===== config.mk =====
export PLATFORM = sky130hd
export DESIGN_NAME = dtd_raster_gen
export DESIGN_NICKNAME = d
export VERILOG_FILES = /design/src/rtl/dtd_pkg.sv /design/src/rtl/dtd_byte_regs.sv /design/src/rtl/dtd_shadow.sv /design/src/rtl/raster_axis.sv /design/src/rtl/dtd_raster_gen.sv
export SDC_FILE = /design/constraint.sdc
export NUM_CORES = 1
export LEC_CHECK = 0
export ABC_CLOCK_PERIOD_IN_PS = 12900
export BUFFER_PORTS_ARGS = -buffer_cell sky130_fd_sc_hd__buf_4
export CORE_UTILIZATION = 40
export CTS_CLUSTER_SIZE = 40
export DETAILED_ROUTE_END_ITERATION = 16
export PLACE_DENSITY_LB_ADDON = 0.25
export SLEW_MARGIN = 20
export SYNTH_ARGS = -nofsm -noshare
export SYNTH_HDL_FRONTEND = slang
export SYNTH_SLANG_ARGS = --single-unit

===== constraint.sdc =====
create_clock -name clk -period 12.9 [get_ports clk]
set_input_delay 1.935 -clock clk [delete_from_list [all_inputs] [get_ports clk]]
set_output_delay 1.935 -clock clk [all_outputs]
set_load 0.03 [all_outputs]

===== src/rtl/dtd_pkg.sv =====
package dtd_pkg;

  localparam int DESC_BYTES = 18;
  localparam int ADDR_W     = 5;
  localparam int SIZE_W     = 12;
  localparam int HOFS_W     = 10;
  localparam int VOFS_W     = 6;
  localparam int PCLK_W     = 16;
  localparam int CNT_W      = SIZE_W + 1;

  typedef struct packed {
    logic [PCLK_W-1:0] pclk;
    logic [SIZE_W-1:0] hact;
    logic [SIZE_W-1:0] hblk;
    logic [SIZE_W-1:0] vact;
    logic [SIZE_W-1:0] vblk;
    logic [HOFS_W-1:0] hso;
    logic [HOFS_W-1:0] hsw;
    logic [VOFS_W-1:0] vso;
    logic [VOFS_W-1:0] vsw;
    logic              hpol;
    logic              vpol;
    logic              ilace;
  } timing_t;

endpackage


===== src/rtl/dtd_byte_regs.sv =====
module dtd_byte_regs
  import dtd_pkg::*;
#(
  parameter int NUM_BYTES = DESC_BYTES,
  parameter int AW        = ADDR_W
) (
  input  logic          clk,
  input  logic          rst_n,
  input  logic          we,
  input  logic [AW-1:0] addr,
  input  logic [7:0]    wdata,
  output timing_t       dec
);

  localparam logic [AW-1:0] LAST_ADDR = AW'(NUM_BYTES - 1);

  logic [NUM_BYTES-1:0][7:0] byte_q;
  logic [NUM_BYTES-1:0][7:0] byte_d;
  logic                      wr_en;
  logic                      unused_bits;

  // next-state
  always_comb begin
    wr_en  = we && (addr <= LAST_ADDR);
    byte_d = byte_q;
    if (wr_en) begin
      byte_d[addr] = wdata;
    end
  end

  // register
  always_ff @(posedge clk or negedge rst_n) begin
    if (!rst_n) begin
      byte_q <= '0;
    end else if (wr_en) begin
      byte_q <= byte_d;
    end
  end

  // field decode: sizes are low byte plus shared nibble, sync fields low bits plus packed pairs
  always_comb begin
    dec.pclk  = {byte_q[1], byte_q[0]};
    dec.hact  = {byte_q[4][7:4], byte_q[2]};
    dec.hblk  = {byte_q[4][3:0], byte_q[3]};
    dec.vact  = {byte_q[7][7:4], byte_q[5]};
    dec.vblk  = {byte_q[7][3:0], byte_q[6]};
    dec.hso   = {byte_q[11][7:6], byte_q[8]};
    dec.hsw   = {byte_q[11][5:4], byte_q[9]};
    dec.vso   = {byte_q[11][3:2], byte_q[10][7:4]};
    dec.vsw   = {byte_q[11][1:0], byte_q[10][3:0]};
    dec.hpol  = byte_q[17][1];
    dec.vpol  = byte_q[17][2];
    dec.ilace = byte_q[17][7];
  end

  assign unused_bits = ^{byte_q[16:12], byte_q[17][6:3], byte_q[17][0]};

  AST_HIGH_ADDR_IGNORED: assert property (@(posedge clk) disable iff (!rst_n)
    (we && (addr > LAST_ADDR)) |=> $stable(byte_q));

  AST_WRITE_LANDS: assert property (@(posedge clk) disable iff (!rst_n)
    (we && (addr <= LAST_ADDR)) |=> (byte_q[$past(addr)] == $past(wdata)));

endmodule


===== src/rtl/dtd_shadow.sv =====
module dtd_shadow
  import dtd_pkg::*;
#(
  parameter timing_t RST_CFG = '0
) (
  input  logic    clk,
  input  logic    rst_n,
  input  logic    commit,
  input  logic    frame_wrap,
  input  timing_t dec,
  output timing_t act
);

  timing_t staged_q;
  timing_t act_q;
  logic    pend_q;
  logic    pend_d;
  logic    apply;

  // next-state
  always_comb begin
    apply  = frame_wrap && pend_q;
    pend_d = pend_q;
    if (apply) begin
      pend_d = 1'b0;
    end
    if (commit) begin
      pend_d = 1'b1;
    end
  end

  // registers with written-out load enables
  always_ff @(posedge clk or negedge rst_n) begin
    if (!rst_n) begin
      staged_q <= RST_CFG;
      act_q    <= RST_CFG;
      pend_q   <= 1'b0;
    end else begin
      if (commit) begin
        staged_q <= dec;
      end
      if (apply) begin
        act_q <= staged_q;
      end
      pend_q <= pend_d;
    end
  end

  assign act = act_q;

  AST_HOLD_MIDFRAME: assert property (@(posedge clk) disable iff (!rst_n)
    !frame_wrap |=> $stable(act_q));

  AST_COMMIT_PENDS: assert property (@(posedge clk) disable iff (!rst_n)
    commit |=> pend_q);

  AST_APPLY_STAGED: assert property (@(posedge clk) disable iff (!rst_n)
    (frame_wrap && pend_q) |=> (act_q == $past(staged_q)));

endmodule


===== src/rtl/raster_axis.sv =====
module raster_axis
  import dtd_pkg::*;
#(
  parameter int AW = SIZE_W,
  parameter int OW = HOFS_W,
  parameter int CW = CNT_W
) (
  input  logic          clk,
  input  logic          rst_n,
  input  logic          adv,
  input  logic [AW-1:0] len_act,
  input  logic [AW-1:0] len_blk,
  input  logic [OW-1:0] sync_off,
  input  logic [OW-1:0] sync_len,
  output logic [CW-1:0] pos,
  output logic          last,
  output logic          in_act,
  output logic          sync_on
);

  logic [CW-1:0] pos_q;
  logic [CW-1:0] pos_d;
  logic [CW-1:0] total;
  logic [CW-1:0] sync_lo;
  logic [CW-1:0] sync_hi;

  // next-state
  always_comb begin
    total   = CW'(len_act) + CW'(len_blk);
    last    = (pos_q + CW'(1)) >= total;
    pos_d   = last ? '0 : pos_q + CW'(1);
    sync_lo = CW'(len_act) + CW'(sync_off);
    sync_hi = sync_lo + CW'(sync_len);
    in_act  = pos_q < CW'(len_act);
    sync_on = (pos_q >= sync_lo) && (pos_q < sync_hi);
  end

  // register with clock enable
  always_ff @(posedge clk or negedge rst_n) begin
    if (!rst_n) begin
      pos_q <= '0;
    end else if (adv) begin
      pos_q <= pos_d;
    end
  end

  assign pos = pos_q;

  AST_POS_IN_RANGE: assert property (@(posedge clk) disable iff (!rst_n)
    (total != '0) |-> (pos_q < total));

  AST_POS_STEP: assert property (@(posedge clk) disable iff (!rst_n)
    (adv && !last) |=> (pos_q == $past(pos_q) + CW'(1)));

  AST_POS_HOLD: assert property (@(posedge clk) disable iff (!rst_n)
    !adv |=> $stable(pos_q));

endmodule


===== src/rtl/dtd_raster_gen.sv =====
module dtd_raster_gen
  import dtd_pkg::*;
#(
  parameter logic [PCLK_W-1:0] RST_PCLK = 16'h0A8C,
  parameter logic [SIZE_W-1:0] RST_HACT = 12'd8,
  parameter logic [SIZE_W-1:0] RST_HBLK = 12'd4,
  parameter logic [SIZE_W-1:0] RST_VACT = 12'd4,
  parameter logic [SIZE_W-1:0] RST_VBLK = 12'd2,
  parameter logic [HOFS_W-1:0] RST_HSO  = 10'd1,
  parameter logic [HOFS_W-1:0] RST_HSW  = 10'd2,
  parameter logic [VOFS_W-1:0] RST_VSO  = 6'd0,
  parameter logic [VOFS_W-1:0] RST_VSW  = 6'd1,
  parameter logic              RST_HPOL = 1'b1,
  parameter logic              RST_VPOL = 1'b1
) (
  input  logic              clk,
  input  logic              rst_n,
  input  logic              cfg_we,
  input  logic [ADDR_W-1:0] cfg_addr,
  input  logic [7:0]        cfg_wdata,
  input  logic              cfg_commit,
  output logic              hsync,
  output logic              vsync,
  output logic              de,
  output logic [SIZE_W-1:0] pix_x,
  output logic [SIZE_W-1:0] pix_y,
  output logic              frame_start,
  output logic [PCLK_W-1:0] pclk_code,
  output logic              interlace
);

  localparam timing_t RST_CFG = '{pclk: RST_PCLK, hact: RST_HACT, hblk: RST_HBLK,
                                  vact: RST_VACT, vblk: RST_VBLK, hso: RST_HSO,
                                  hsw: RST_HSW, vso: RST_VSO, vsw: RST_VSW,
                                  hpol: RST_HPOL, vpol: RST_VPOL, ilace: 1'b0};

  logic [1:0]       rst_sync_q;
  logic             rst_int_n;
  timing_t          dec;
  timing_t          act;
  logic [CNT_W-1:0] h_pos;
  logic [CNT_W-1:0] v_pos;
  logic             h_last;
  logic             v_last;
  logic             h_in;
  logic             v_in;
  logic             h_sync_on;
  logic             v_sync_on;
  logic             frame_wrap;
  logic             unused_bits;

  // asynchronous assert, synchronous release
  always_ff @(posedge clk or negedge rst_n) begin
    if (!rst_n) begin
      rst_sync_q <= 2'b00;
    end else begin
      rst_sync_q <= {rst_sync_q[0], 1'b1};
    end
  end
  assign rst_int_n = rst_sync_q[1];

  dtd_byte_regs #(.NUM_BYTES(DESC_BYTES), .AW(ADDR_W)) u_bytes (
    .clk   (clk),
    .rst_n (rst_int_n),
    .we    (cfg_we),
    .addr  (cfg_addr),
    .wdata (cfg_wdata),
    .dec   (dec)
  );

  dtd_shadow #(.RST_CFG(RST_CFG)) u_shadow (
    .clk        (clk),
    .rst_n      (rst_int_n),
    .commit     (cfg_commit),
    .frame_wrap (frame_wrap),
    .dec        (dec),
    .act        (act)
  );

  raster_axis #(.AW(SIZE_W), .OW(HOFS_W), .CW(CNT_W)) u_h_axis (
    .clk      (clk),
    .rst_n    (rst_int_n),
    .adv      (1'b1),
    .len_act  (act.hact),
    .len_blk  (act.hblk),
    .sync_off (act.hso),
    .sync_len (act.hsw),
    .pos      (h_pos),
    .last     (h_last),
    .in_act   (h_in),
    .sync_on  (h_sync_on)
  );

  raster_axis #(.AW(SIZE_W), .OW(VOFS_W), .CW(CNT_W)) u_v_axis (
    .clk      (clk),
    .rst_n    (rst_int_n),
    .adv      (h_last),
    .len_act  (act.vact),
    .len_blk  (act.vblk),
    .sync_off (act.vso),
    .sync_len (act.vsw),
    .pos      (v_pos),
    .last     (v_last),
    .in_act   (v_in),
    .sync_on  (v_sync_on)
  );

  // output decode
  always_comb begin
    frame_wrap  = h_last && v_last;
    de          = h_in && v_in;
    pix_x       = de ? h_pos[SIZE_W-1:0] : '0;
    pix_y       = de ? v_pos[SIZE_W-1:0] : '0;
    hsync       = h_sync_on ? act.hpol : ~act.hpol;
    vsync       = v_sync_on ? act.vpol : ~act.vpol;
    frame_start = (h_pos == '0) && (v_pos == '0);
    pclk_code   = act.pclk;
    interlace   = act.ilace;
  end

  assign unused_bits = h_pos[CNT_W-1] ^ v_pos[CNT_W-1];

  AST_HSYNC_IN_BLANK: assert property (@(posedge clk) disable iff (!rst_int_n)
    h_sync_on |-> !de);

  AST_VSYNC_IN_BLANK: assert property (@(posedge clk) disable iff (!rst_int_n)
    v_sync_on |-> !de);

  AST_WRAP_TO_START: assert property (@(posedge clk) disable iff (!rst_int_n)
    frame_wrap |=> frame_start);

  AST_CODE_STABLE_MIDFRAME: assert property (@(posedge clk) disable iff (!rst_int_n)
    !frame_wrap |=> $stable(pclk_code));

endmodule


==> out/qor.csv <==
metric;value;unit
cts_hold_buf;0;
cts_sinks;326;
drc;0;
top_layer;met4;
worstSetupPathType;flip-flop to output pin;
mostFrequentLayoutCells;dfrtp_1, mux2_1, ha_1;
drt_iter0_markers;481;
antenna_left;0;
portBuffers;61;
met3_length;1.48;mm
routedWlPerCell;18.7;µm
row_count;76;
grt_start_max_net_pins;77;
vias;11100;
drt-pass1-iter-count;5;
finalNonFillerCells;2117;
cp.required;10.97;ns
area_growth;12.1;%
layout-drive-gt1-share;0.172;
antenna_found_initial;0;
async_flop_share;1.00;
crit_path_cell_trace;ha_1 -> inv_1 -> fa_1 -> nor2b_1 -> o31a_1 -> o21ai_1 -> nand2b_1 -> xor2_1 -> ha_1 -> a211oi_1 -> a211oi_1 -> a31oi_1 -> o21ai_0 -> a311oi_1 -> ha_1 -> and4_1 -> a2111o_1 -> xor2_1 -> buf_4;
cts_resized;0;
cpMaxStageDelayCell;dfstp_2;
clkTransAtPathRegs;0.06;ns
insertion_delay;0.55;ns
io-pin-count;62;
final_core_util;0.457;
final_common_cell;dfrtp_1;
synth_edf_count;0;
synth_fp_nets;1638;
drv_slew;0;
cts_tree;yes;
start_util;0.407;
postRouteWirelength;39.5;mm
crit_fanout;4;
core;43400;µm²
die_width;212;µm
numCtsBuffers;37;
timing.hold.ws;0.367;ns
crit_path_start_kind;flip-flop;
finalClockSkew;0.0289;ns
p_leak;9.73;nW
setup-tns-final;0;ns
avgSynthCellArea;12.1;µm²
setup_violations;0;
viasPerCell;5.23;
power_density;240;nW/µm²
slowest_delay;0.53;ns
drt-met1-wl;20.7;mm
ys.flop_type;dfrtp_1;
grt-ovfl-total;0;
ys_seq_area_frac;0.464;
fin_crit_sh;0.588;
die_y;212;µm
dp_hpwl;28.1;mm
tightest_slew;1.00;ns
antennaDiodeCount;0;
grtUsageTotal;0.184;
yosys_warnings;0;
layout.nets;1687;
finalCriticalPeriod;7.59;ns
gp_congestion;0.856;
drv_cap;0;
slew_headroom;0.330;
grt_setup_unrepaired;no;
fmax;0.132;GHz
dieArea;45000;µm²
status;finished, final reports clean;
hold_viol;0;
arrival;5.65;ns
syn_area;17700;µm²
ir_drop;177;µV
grt_pass1_vias;11200;
synth_seq_cells;326;
wl_met2;16.6;mm
cp-end-kind;output pin;
hp-class;flip-flop to flip-flop;
crit_top_cell;ha_1;
root_buffer;clkbuf_16;
ctsHtreeMaxLevel;2;
grt_first_pass_wirelength;63.8;mm
dp_cells;2051;
syn_inst;1456;
synth.distinct_cells;65;
total_power;4.75;mW
clk_path_buf_depth;3;
post_cts_buffers;0;
-- where the power goes --
group / switching, mW / internal [mW]
clock: 0.420 / 0.597
sequential: 0.280 / 1.33
combinational: 1.19 / 0.929
total: 1.89 / 2.86
-- routing by layer --
| metal | vias up | GRT usage |
|---|---|---|
| li1 | 5308 | - |
| met1 | 5555 | 0.280 |
| met2 | 162 | 0.272 |
| met3 | 44 | 0.0295 |
| met4 | 0 | 0.0430 |
| met5 | - | 0 |
-- state kept, by name, summed over array words and instances, names as in the netlist --
name,cells
u_shadow.pend_q,1
u_shadow.act,99
u_h_axis.pos,13
rst_sync_q,2
u_shadow.staged_q,99
u_bytes.dec,99
u_v_axis.pos,13
-- synth_stat cells (19+ instances only) --
| cell type | count | area [µm²] |
|---|---|---|
| a21o_1 | 47 | 353 |
| a21oi_1 | 53 | 265 |
| and2_1 | 26 | 163 |
| clkbuf_1 | 31 | 116 |
| dfrtp_1 | 298 | 7460 |
| dfstp_2 | 28 | 736 |
| ha_1 | 159 | 1990 |
| inv_1 | 69 | 259 |
| mux2_1 | 193 | 2170 |
| mux2_2 | 104 | 1170 |
| nand2_1 | 40 | 150 |
| nand2b_1 | 19 | 119 |
| nand3_1 | 32 | 160 |
| nor2_1 | 38 | 143 |
| nor2b_1 | 21 | 131 |
| o21ai_1 | 25 | 125 |
| xnor2_1 | 48 | 420 |
| xor2_1 | 31 | 272 |
-- worst paths after layout --
| kind | startpoint | endpoint | slack [ns] | cells past startpoint |
|---|---|---|---|---|
| hold reg to reg | rst_sync_q[0] | rst_sync_q[1] | 0.37 | 0 |
| hold / removal | rst_sync_q[0] | rst_sync_q[1] | 0.37 | 0 |
| max in group asynchronous | rst_sync_q[1] | u_bytes.dec[27] | 10.26 | 2 |
| setup / recovery | u_shadow.act[25] | hsync | 5.31 | 19 |
| min in group asynchronous | rst_sync_q[1] | u_shadow.act[12] | 0.48 | 0 |
| setup reg to reg | u_shadow.act[59] | u_shadow.act[89] | 7.11 | 18 |
-- through the flow --
step	setup slack (ns)	cell area [µm²]
2_1_floorplan	3.19	17700
3_3_place_gp	6.13	18600
3_5_place_dp	5.92	18600
4_1_cts	5.34	19800
5_1_grt	4.95	19800
6_report	5.31	19800
-- logic make-up (layout without fill, tap and decap cells) --
| kind of cell | Yosys count | in the layout | share of synthesized area |
|---|---|---|---|
| fa+ha+maj | 165 | 165 | 0.119 |
| mux | 298 | 298 | 0.190 |
| compound gates | 218 | 218 | 0.0828 |
| xor+xnor | 79 | 79 | 0.0392 |
| flops | 326 | 326 | 0.464 |
| buf+inv | 130 | 206 | 0.0327 |
| simple gates | 239 | 239 | 0.0720 |
| other cells | 1 | 1 | 0.000212 |
-- cell type report --
| cell class | count | area, µm² |
|---|---|---|
| multi-input cells | 1000 | 8910 |
| clock buffers | 58 | 1120 |
| fillers | 4031 | 23600 |
| flip-flops and latches | 326 | 8200 |
| inverters | 71 | 267 |
| clock inverters | 8 | 60.1 |
| well taps | 585 | 732 |
| repair buffers | 69 | 518 |
-- critical path, delay by kind of cell, from the launching register on --
kind	cells	cell delay, ns
xor+xnor	2	0.43
simple gates	3	0.53
buf+inv	2	0.27
fa+ha+maj	4	1.18
flops	1	0.53
compound gates	8	2.17
No activity file was read; power rests on OpenSTA's default activity.
